### config.mk
export PLATFORM = sky130hd
export DESIGN_NAME = cascade_dma_arbiter
export DESIGN_NICKNAME = d
export VERILOG_FILES = /design/src/rtl/cascade_dma_arbiter.sv
export SDC_FILE = /design/constraint.sdc
export NUM_CORES = 1
export LEC_CHECK = 0
export BUFFER_PORTS_ARGS = -buffer_cell sky130_fd_sc_hd__clkbuf_2
export CAP_MARGIN = 20
export CORE_MARGIN = 5
export CORE_UTILIZATION = 34
export DETAILED_ROUTE_END_ITERATION = 10
export GPL_ROUTABILITY_DRIVEN = 0
export GPL_TIMING_DRIVEN = 0
export PLACE_DENSITY = 0.84
export SYNTH_ARGS = -nofsm -noshare
export SYNTH_HDL_FRONTEND = slang
export SYNTH_SLANG_ARGS = --single-unit
### constraint.sdc
create_clock -name clk -period 1.62 [get_ports clk]
set_clock_uncertainty 0.05 [all_clocks]
set_input_delay 0.243 -clock clk [delete_from_list [all_inputs] [get_ports clk]]
set_output_delay 0.243 -clock clk [all_outputs]
set_load 0.02 [all_outputs]
### src/rtl/cascade_dma_arbiter.sv
module cascade_dma_arbiter #(
  parameter int NCH = 4
) (
  input  logic                   clk,
  input  logic                   rst_n,
  input  logic [NCH-1:1]         mst_req,
  input  logic [NCH-1:0]         mst_mask,
  input  logic [NCH-1:0]         slv_req,
  input  logic [NCH-1:0]         slv_mask,
  input  logic                   hlda,
  input  logic                   tc,
  output logic                   hrq,
  output logic                   casc_req,
  output logic                   grant_valid,
  output logic                   grant_slave,
  output logic [$clog2(NCH)-1:0] grant_ch,
  output logic [NCH-1:0]         mst_dack,
  output logic [NCH-1:0]         slv_dack
);
  localparam int CW = $clog2(NCH);

  function automatic logic [CW-1:0] lowest(input logic [NCH-1:0] v);
    logic [CW-1:0] r;
    r = '0;
    for (int i = NCH - 1; i >= 0; i--)
      if (v[i]) r = CW'(i);
    return r;
  endfunction

  logic          hrq_q, casc_q, act_q, slv_q;
  logic [CW-1:0] ch_q;

  logic [NCH-1:0] slv_elig, mst_elig;
  logic [CW-1:0]  mst_pick, slv_pick;
  logic           start, release_now;

  assign slv_elig = slv_req & ~slv_mask;
  assign mst_elig = {mst_req, casc_q} & ~mst_mask;
  assign mst_pick = lowest(mst_elig);
  assign slv_pick = lowest(slv_elig);

  assign start       = !act_q && hlda && hrq_q && (|mst_elig) &&
                       ((mst_pick != '0) || (|slv_elig));
  assign release_now = act_q && (tc || !hlda);

  always_ff @(posedge clk or negedge rst_n) begin
    if (!rst_n) begin
      hrq_q  <= 1'b0;
      casc_q <= 1'b0;
      act_q  <= 1'b0;
      slv_q  <= 1'b0;
      ch_q   <= '0;
    end else if (release_now) begin
      hrq_q  <= 1'b0;
      casc_q <= 1'b0;
      act_q  <= 1'b0;
      slv_q  <= 1'b0;
      ch_q   <= '0;
    end else if (!act_q) begin
      casc_q <= |slv_elig;
      hrq_q  <= |mst_elig;
      if (start) begin
        act_q <= 1'b1;
        slv_q <= (mst_pick == '0);
        ch_q  <= (mst_pick == '0) ? slv_pick : mst_pick;
      end
    end
  end

  assign hrq         = hrq_q;
  assign casc_req    = casc_q;
  assign grant_valid = act_q;
  assign grant_slave = slv_q;
  assign grant_ch    = ch_q;
  assign mst_dack    = !act_q ? '0 : (slv_q ? NCH'(1) : (NCH'(1) << ch_q));
  assign slv_dack    = (act_q && slv_q) ? (NCH'(1) << ch_q) : '0;

  a_r5_dack_onehot: assert property (@(posedge clk) disable iff (!rst_n)
    $onehot0(mst_dack) && $onehot0(slv_dack));

  a_r5_grant_under_hold: assert property (@(posedge clk) disable iff (!rst_n)
    grant_valid |-> hrq);

  a_r6_cascade_ack: assert property (@(posedge clk) disable iff (!rst_n)
    (|slv_dack) |-> (mst_dack[0] && casc_req));

  a_r8_grant_stable: assert property (@(posedge clk) disable iff (!rst_n)
    (grant_valid && hlda && !tc) |=>
      (grant_valid && $stable(grant_ch) && $stable(grant_slave) && hrq));

  a_r9_tc_release: assert property (@(posedge clk) disable iff (!rst_n)
    (grant_valid && tc) |=>
      (!hrq && !casc_req && !grant_valid && mst_dack == '0 && slv_dack == '0));

  a_r10_hold_drop: assert property (@(posedge clk) disable iff (!rst_n)
    (grant_valid && !hlda) |=> (!grant_valid && !hrq));
endmodule

==> results.yml, run 1 <==
synthesis:
  synth.ff_latch_count: 6
  ys.flop_type: "dfrtp_1"
  synth_nets: 80
  yosysWarnings: 0
  synth_cells: 61
  synth.top_cell.area_share_pct: 33.0
  synth_common_cells: "nor2_1, nand2b_1, o21ai_0"
  synthTopCellsByArea: "dfrtp_1, nand2b_1, nor2_1, o21ai_0, a22oi_1"
  postSynthAreaPerCell_sq_um: 7.47
  synth_top_area_cell: "dfrtp_1"
  synth_most_common_cell: "nor2_1"
  synthDistinctLibCells: 19
  synth-edff-count: 0
  ys_seq_area_share_pct: 33.0
  synth_area_sq_um: 455
  async_flop_share_pct: 100
critical_path:
  cp.required_ns: 1.72
  crit_arrival_ns: 1.65
  rr_startpoint: "casc_req"
  startpoint: "casc_req"
  path_class: "flip-flop to flip-flop"
  cp-start-kind: "flip-flop"
  cp_max_fo: 4
  setup.worst_path.end_class: "flip-flop"
global_route:
  antenna_found_initial: 0
  overflow: 0
  grt_max_degree: 11
  grt_pass1_wl_um: 2080
  grt_pass1_vias: 538
  grtUsageTotal_pct: 13.3
timing:
  rsz0062_at_grt: "false"
  max_freq_mhz: 645
  worst_slack_ns: 0.0702
  finalSetupViolCount: 0
  fin_crit_ns: 1.55
  slew_headroom_pct: 81.3
  finalHoldViolCount: 0
  fin_crit_sh_pct: 95.7
  worst_slew_pin_slew_ns: 0.281
  slew_viol_final: 0
cts:
  clk_pin_slew_ns: 0.05
  cts_tree: "built"
  cts_buffers: 3
  clock_sinks: 6
  cts-root-buf: "clkbuf_4"
  clockBufferDepth: 2
  insertion_delay_ns: 0.24
  htreeDepth: 1
final_layout:
  fin_nets: 120
  layout-drive-gt1-share_pct: 43.0
  area_delta_synth_final_pct: 54.1
  fin_util_pct: 54.6
  seqCellArea_sq_um: 153
  multiInputGateArea_sq_um: 304
  fin_cells: 115
  fillerInstances: 143
  diodes: 0
floorplan:
  dieArea_sq_um: 2170
  coreArea_sq_um: 1280
  die_y_um: 46.6
  start_util_pct: 35.4
  rows: 13
  fp.dieW_um: 46.6
  pin_count: 33
drt:
  first_pass_iters: 4
  via_per_inst: 5.16
  vias: 593
  routed_wl_um: 1310
  antenna_left: 0
  drtIter0Drc: 11
  wl_per_cell_um: 11.4
  drc: 0
pwr:
  p_int_mw: 0.447
  netSwitchingPower_mw: 0.335
  powerDensity_nw_per_um2: 1110
  clockPowerShare_pct: 18.6
  leakage_nw: 0.357
  switching_share_pct: 42.8
  vdd_drop_max_mv: 0.371
  pwr-share-comb_pct: 47.3
  seqPwrFrac_pct: 34.1
status:
  status: "finished clean"
worst_hold_path:
  hold_class: "primary input to async pin"
placement:
  pre_cts_ws_ns: -0.0461
  dp.cells: 108
  place_hpwl_um: 1100
  portBuffers: 32
job:
  drv_cap: 0
layout make-up:
class	count	area share, %
well taps	15	2.67
flip-flops and latches	6	21.7
multi-input cells	52	43.3
clock buffers	4	3.74
inverters	2	1.07
repair buffers	36	27.5
layer usage:
layer  global-route usage, %  wire length, um  vias to the layer above
li1                        -                -                      299
met2                    23.6              599                       42
met4                    6.82               10                        0
met3                    1.95              190                        2
met1                    15.2              512                      250
met5                       0                0                        -
logic make-up after synthesis:
logic type	count (synthesis)	synth area share [%]
buf+inv	3	2.75
simple gates	35	38.2
mux	1	2.47
flops	6	33.0
compound gates	16	23.6
cells in the final DEF, fill, tap and decap left out:
cell / instances
clkbuf_4: 3
clkbuf_2: 32
inv_1: 1
dfrtp_2: 2
a211o_1: 1
inv_2: 1
nand3_2: 1
o22ai_1: 2
mux2_1: 1
clkbuf_1: 1
nor3_1: 2
and2b_1: 2
nor4_2: 1
buf_4: 3
nor2_1: 11
a22oi_1: 3
a221o_1: 1
o21ai_0: 7
nand2b_1: 8
o2111a_1: 1
dlygate4sd3_1: 1
a21boi_0: 1
nand3_1: 1
nand2_1: 6
dfrtp_1: 4
nor2b_1: 3
critical path, cell delays in order (launching register included):
cell and delay, ns:
dfrtp_2 0.42, and2b_1 0.21, a211o_1 0.35, a221o_1 0.27
a22oi_1 0.15
flip-flops by register name, summed over array words and instances (netlist names):
| register | cells |
|---|---|
| grant_ch | 2 |
| casc_req | 1 |
| grant_slave | 1 |
| grant_valid | 1 |
| hrq | 1 |
path summary, 6_finish.rpt:
| path | endpoint | slack [ns] | cells after the start |
|---|---|---|---|
| max | grant_ch[1] | 0.07 | 4 |
| min | hrq | 0.31 | 2 |
| max reg2reg | grant_ch[1] | 0.07 | 4 |
| min reg2reg | grant_ch[1] | 0.53 | 2 |
| max in group asynchronous | grant_slave | 1.05 | 2 |
| min in group clk | grant_valid | 0.37 | 3 |
power groups by stage:
| stage | Clock, mW | Combinational, mW | Sequential (mW) |
|---|---|---|---|
| after global placement | 0 | 0.353 | 0.260 |
| after floorplan | 0 | 0.186 | 0.307 |
| after detailed placement | 0 | 0.361 | 0.261 |
| after global routing | 0.167 | 0.408 | 0.277 |
| final | 0.145 | 0.370 | 0.266 |
| after CTS | 0.152 | 0.370 | 0.260 |
stage by stage:
| stage | instance area (sq um) | TNS, ns | power [mW] | hold WS (ns) |
|---|---|---|---|---|
| global route | 702 | 0 | 0.852 | 0.336 |
| CTS | 694 | 0 | 0.783 | 0.310 |
| floorplan | 467 | -0.000768 | 0.494 | -0.103 |
| global placement | 646 | -0.0757 | 0.612 | 0.0231 |
| detailed placement | 646 | -0.0862 | 0.623 | 0.0269 |
| finish | 702 | 0 | 0.782 | 0.310 |
repair_timing:
item | 4_1_cts | 5_1_grt
hold endpoints to repair | 6 | 0
gates cloned | 0 | 0
gates resized for setup | 1 | 1
hold buffers | 1 | 0
buffers inserted | 1 | 2
pin swaps | 2 | 1
setup endpoints to repair | 2 | 2
Power figures use the tool's default switching activity.
==> run 2, diff against run 1 <==
==> constraint.sdc (replaced) <==
create_clock -name clk -period 1.4 [get_ports clk]
set_clock_uncertainty 0.05 [all_clocks]
set_input_delay 0.21 -clock clk [delete_from_list [all_inputs] [get_ports clk]]
set_output_delay 0.21 -clock clk [all_outputs]
set_load 0.02 [all_outputs]
==> run 2 against run 1 <==
The run now ends with negative setup slack left; critical path depth unchanged; clock-buffer cell count unchanged; sequential cell count unchanged; first-iteration DRC count down 18%; clock power up 21%; sequential power up 21%; setup slack worse by 0.22 ns; global-route usage up 1.2 points; largest cell class unchanged; utilization up 6.4 points.
==> results.yml, run 2 (synthesized netlist as in run 1, its figures left out) <==
drt:
  vias: 595
  first_pass_iters: 4
  routed_wl_um: 1430
  drtIter0Drc: 9
  drc: 0
  via_per_inst: 5.04
  wl_per_cell_um: 12.1
  antenna_left: 0
critical_path:
  crit_arrival_ns: 1.66
  path_cells: "and2b_2 -> a211o_1 -> a221o_1 -> a22oi_1"
  path_class: "flip-flop to flip-flop"
  critPathMaxStageDelay_ns: 0.40
  cp.required_ns: 1.51
  worst-path-buf-inv: 0
  setup.worst_path.end_class: "flip-flop"
  cp-start-kind: "flip-flop"
  cp_max_fo: 4
  slowest_stage: "dfrtp_2"
  crit_family: "compound AO/OA/AOI/OAI gates"
job:
  drv_cap: 0
timing:
  max_freq_mhz: 647
  finalSetupViolCount: 6
  rsz0062_at_grt: "true"
  tns_ns: -0.453
  worst_slack_ns: -0.146
  fin_crit_sh_pct: 110
  finalHoldViolCount: 0
  slew_headroom_pct: 75.3
  fin_crit_ns: 1.55
  worst_slew_pin_slew_ns: 0.370
  fin_hold_ws_ns: 0.269
  slew_viol_final: 0
global_route:
  top_usage_layer: "met2"
  grt_pass1_vias: 563
  grtUsageMet3_pct: 0.391
  grt_max_degree: 9
  antenna_found_initial: 0
  overflow: 0
  grtUsageMet1_pct: 17.5
  met2_usage_pct: 22.8
  grt_pass1_wl_um: 2210
  grtUsageTotal_pct: 14.5
floorplan:
  fp.dieW_um: 46.6
  die_y_um: 46.6
  start_util_pct: 35.4
  pin_count: 33
  coreArea_sq_um: 1280
  dieArea_sq_um: 2170
  rows: 13
final_layout:
  diodes: 0
  final_area_sq_um: 785
  area_delta_synth_final_pct: 72.3
  fin_nets: 123
  layout-drive-gt1-share_pct: 48.5
  final_cell_mix: "clkbuf_2, nor2_1, buf_4"
  largest_register_ff_count: 2
  fin_cells: 118
  fin_util_pct: 61.1
  layout_commonest_cell: "clkbuf_2"
pwr:
  leakage_nw: 0.399
  total_power_mw: 1.01
  netSwitchingPower_mw: 0.438
  clockPowerShare_pct: 17.3
  pwr-share-comb_pct: 50.9
  seqPwrFrac_pct: 31.7
  p_int_mw: 0.575
  powerDensity_nw_per_um2: 1290
  switching_share_pct: 43.2
  vdd_drop_max_mv: 0.498
cts:
  clockBufferDepth: 2
  insertion_delay_ns: 0.25
  cts_buffers: 3
  cts_tree: "built"
  htreeDepth: 1
  clock_sinks: 6
  clk_pin_slew_ns: 0.05
  cts-root-buf: "clkbuf_4"
placement:
  postPlaceCellArea_sq_um: 657
  dp.cells: 108
  place_hpwl_um: 1060
  pre_cts_ws_ns: -0.207
  portBuffers: 32
status:
  status: "finished, violations left"
  violations: "negative setup slack"
worst_hold_path:
  hold_class: "primary input to async pin"
-- run 2: worst paths after layout --
check / startpoint / to / slack (ns) / cells after the start
setup / recovery: casc_req / grant_ch[1] / -0.15 / 4
hold / removal: rst_n / grant_valid / 0.27 / 2
max in group asynchronous: rst_n / casc_req / 0.87 / 2
setup reg to reg: casc_req / grant_ch[1] / -0.15 / 4
hold reg to reg: hrq / hrq / 0.55 / 2
min in group clk: tc / casc_req / 0.35 / 3
-- run 2: repair_timing --
action / CTS / global route
gates resized for setup: 6 / 7
hold endpoints to repair: 6 / 0
hold buffers: 1 / 0
pin swaps: 1 / 1
gates cloned: 0 / 0
setup buffers: 4 / 2
endpoints found under the setup margin: 9 / 11
-- run 2: routing by layer --
layer	vias to the layer above	share of wire (%)
li1	302	-
met1	245	40
met2	42	45
met3	6	11
met4	0	3.6
met5	-	0
-- run 2: layout make-up --
class,count,area (sq um)
fill,121,500
timing repair buffer,39,235
tap,15,18.8
sequential,6,153
inverter,2,10.0
clock buffer,4,26.3
multi-input combinational,52,342
-- run 2: power by group through the flow --
stage          Combinational (mW)  Sequential [mW]  Clock [mW]
4_1_cts                     0.482            0.306       0.184
3_3_place_gp                0.415            0.302           0
6_report                    0.516            0.321       0.176
5_1_grt                     0.558            0.332       0.192
2_1_floorplan               0.225            0.358           0
3_5_place_dp                0.425            0.308           0
==> run 3, diff against run 2 <==
--- a/config.mk
+++ b/config.mk
@@ -12,7 +12,7 @@
 export DETAILED_ROUTE_END_ITERATION = 10
 export GPL_ROUTABILITY_DRIVEN = 0
 export GPL_TIMING_DRIVEN = 0
-export PLACE_DENSITY = 0.84
+export PLACE_DENSITY = 0.82
 export SYNTH_ARGS = -nofsm -noshare
 export SYNTH_HDL_FRONTEND = slang
 export SYNTH_SLANG_ARGS = --single-unit
==> run 3 against run 2 <==
The flow still finishes with violations (negative setup slack); die area is the same; non-clock buffer count fell by 1; first-iteration DRC count is 22% lower; fmax is 0.13% lower; final cell count down 0.85%; power decreased by 3.0%; sequential cell count stayed put; critical path depth did not move; worst hold slack better by 0.011 ns; routed wire length is 2.9% lower; clock-buffer cell count stayed put; global-route usage unchanged; critical path type unchanged; largest power group unchanged.
==> results.yml, run 3 (synthesized netlist as in run 1, its figures left out) <==
timing:
  slew_headroom_pct: 75.6
  finalHoldViolCount: 0
  fin_crit_ns: 1.55
  rsz0062_at_grt: "true"
  fin_crit_sh_pct: 111
  max_freq_mhz: 646
  slew_viol_final: 0
  fin_hold_ws_ns: 0.280
  worst_slew_pin_slew_ns: 0.365
  finalSetupViolCount: 5
  worst_slack_ns: -0.148
critical_path:
  setup.worst_path.end_class: "flip-flop"
  slowest_stage: "dfrtp_2"
  cp-start-kind: "flip-flop"
  path_cells: "and2b_2 -> a211o_1 -> a221o_1 -> a22oi_1"
  critPathMaxStageDelay_ns: 0.41
  path_class: "flip-flop to flip-flop"
  cp_max_fo: 4
  cp.required_ns: 1.50
  crit_arrival_ns: 1.65
final_layout:
  layout-drive-gt1-share_pct: 48.0
  layout_commonest_cell: "clkbuf_2"
  diodes: 0
  area_delta_synth_final_pct: 68.7
  fin_util_pct: 59.8
  largest_register_ff_count: 2
  fin_cells: 117
  fin_nets: 122
  final_cell_mix: "clkbuf_2, nor2_1, nand2b_1, o21ai_0, buf_4"
  fillerInstances: 129
floorplan:
  rows: 13
  start_util_pct: 35.4
  die_y_um: 46.6
  pin_count: 33
  fp.dieW_um: 46.6
  coreArea_sq_um: 1280
  dieArea_sq_um: 2170
cts:
  cts-root-buf: "clkbuf_4"
  htreeDepth: 1
  cts_tree: "built"
  insertion_delay_ns: 0.24
  clock_sinks: 6
  clockBufferDepth: 2
  cts_buffers: 3
  clk_pin_slew_ns: 0.05
global_route:
  grt_max_degree: 9
  antenna_found_initial: 0
  grtUsageTotal_pct: 14.5
  grt_pass1_wl_um: 2230
  grt_pass1_vias: 578
  overflow: 0
pwr:
  pwr-share-comb_pct: 50.4
  leakage_nw: 0.390
  p_int_mw: 0.559
  total_power_mw: 0.982
  clockPowerShare_pct: 17.3
  vdd_drop_max_mv: 0.460
  powerDensity_nw_per_um2: 1280
  seqPwrFrac_pct: 32.3
  switching_share_pct: 43.1
  netSwitchingPower_mw: 0.423
placement:
  dp.cells: 108
  place_hpwl_um: 1090
  portBuffers: 32
drt:
  drc: 0
  wl_per_cell_um: 11.9
  routed_wl_um: 1390
  first_pass_iters: 4
  antenna_left: 0
  via_per_inst: 5.01
  drtIter0Drc: 7
  vias: 586
worst_hold_path:
  hold_class: "primary input to async pin"
job:
  drv_cap: 0
status:
  violations: "negative setup slack"
  status: "finished, violations left"
## run 3: cell types whose count changed in the layout (fill, tap and decap cells not counted), sizes merged
cell,before,now
buf,9,7
clkbuf,33,34
## run 3: worst paths after layout
check	startpoint	slack, ns	to	depth (start not counted)
min in group clk	tc	0.37	casc_req	3
max in group asynchronous	rst_n	0.85	casc_req	2
hold / removal	rst_n	0.28	hrq	2
setup reg to reg	casc_req	-0.15	grant_ch[1]	4
hold reg to reg	hrq	0.56	hrq	2
setup / recovery	casc_req	-0.15	grant_ch[1]	4
## run 3: worst max-delay path: cells and delay by family, from the launching register on
kind	cells	cell delay, ns
AND/OR/NAND/NOR	1	0.23
flip-flops	1	0.41
AO/OA/AOI/OAI	3	0.77
## run 3: final cells by class
type | instances | area, sq um | share of cell area (%)
Timing Repair Buffer | 37 | 208 | 27.0
Clock buffer | 4 | 26.3 | 3.42
Tap cell | 15 | 18.8 | 2.44
Sequential cell | 6 | 153 | 19.9
Inverter | 2 | 10.0 | 1.30
Buffer | 1 | 11.3 | 1.47
Multi-Input combinational cell | 52 | 342 | 44.5
## run 3: through the flow
stage                     instance area, sq um  TNS (ns)  setup WS, ns
after floorplan                            478    -0.205        -0.119
after global placement                     657    -0.288        -0.159
after detailed placement                   657    -0.342        -0.200
after CTS                                  738    -0.354        -0.148
after global routing                       768     -1.03        -0.232
final                                      768    -0.347        -0.148
## run 3: repair_timing
item	CTS	global route
setup endpoints to repair	8	11
endpoints found under the hold margin	6	0
pin swaps	1	1
buffers inserted	3	1
resized for setup	6	6
hold buffers	1	0
## run 3: power groups by stage
stage                     registers (mW)  logic, mW  clock network, mW
after CTS                          0.308      0.464              0.179
after global routing               0.328      0.544              0.189
final                              0.317      0.495              0.170
after floorplan                    0.358      0.225                  0
after global placement             0.302      0.416                  0
after detailed placement           0.307      0.426                  0
## run 3: routing by layer
metal | share of wire, % | GRT usage [%] | vias up
li1 | - | - | 300
met1 | 38 | 16.1 | 251
met2 | 49 | 24.5 | 33
met3 | 11 | 1.95 | 2
met4 | 1.2 | 11.4 | 0
met5 | 0 | 0 | -
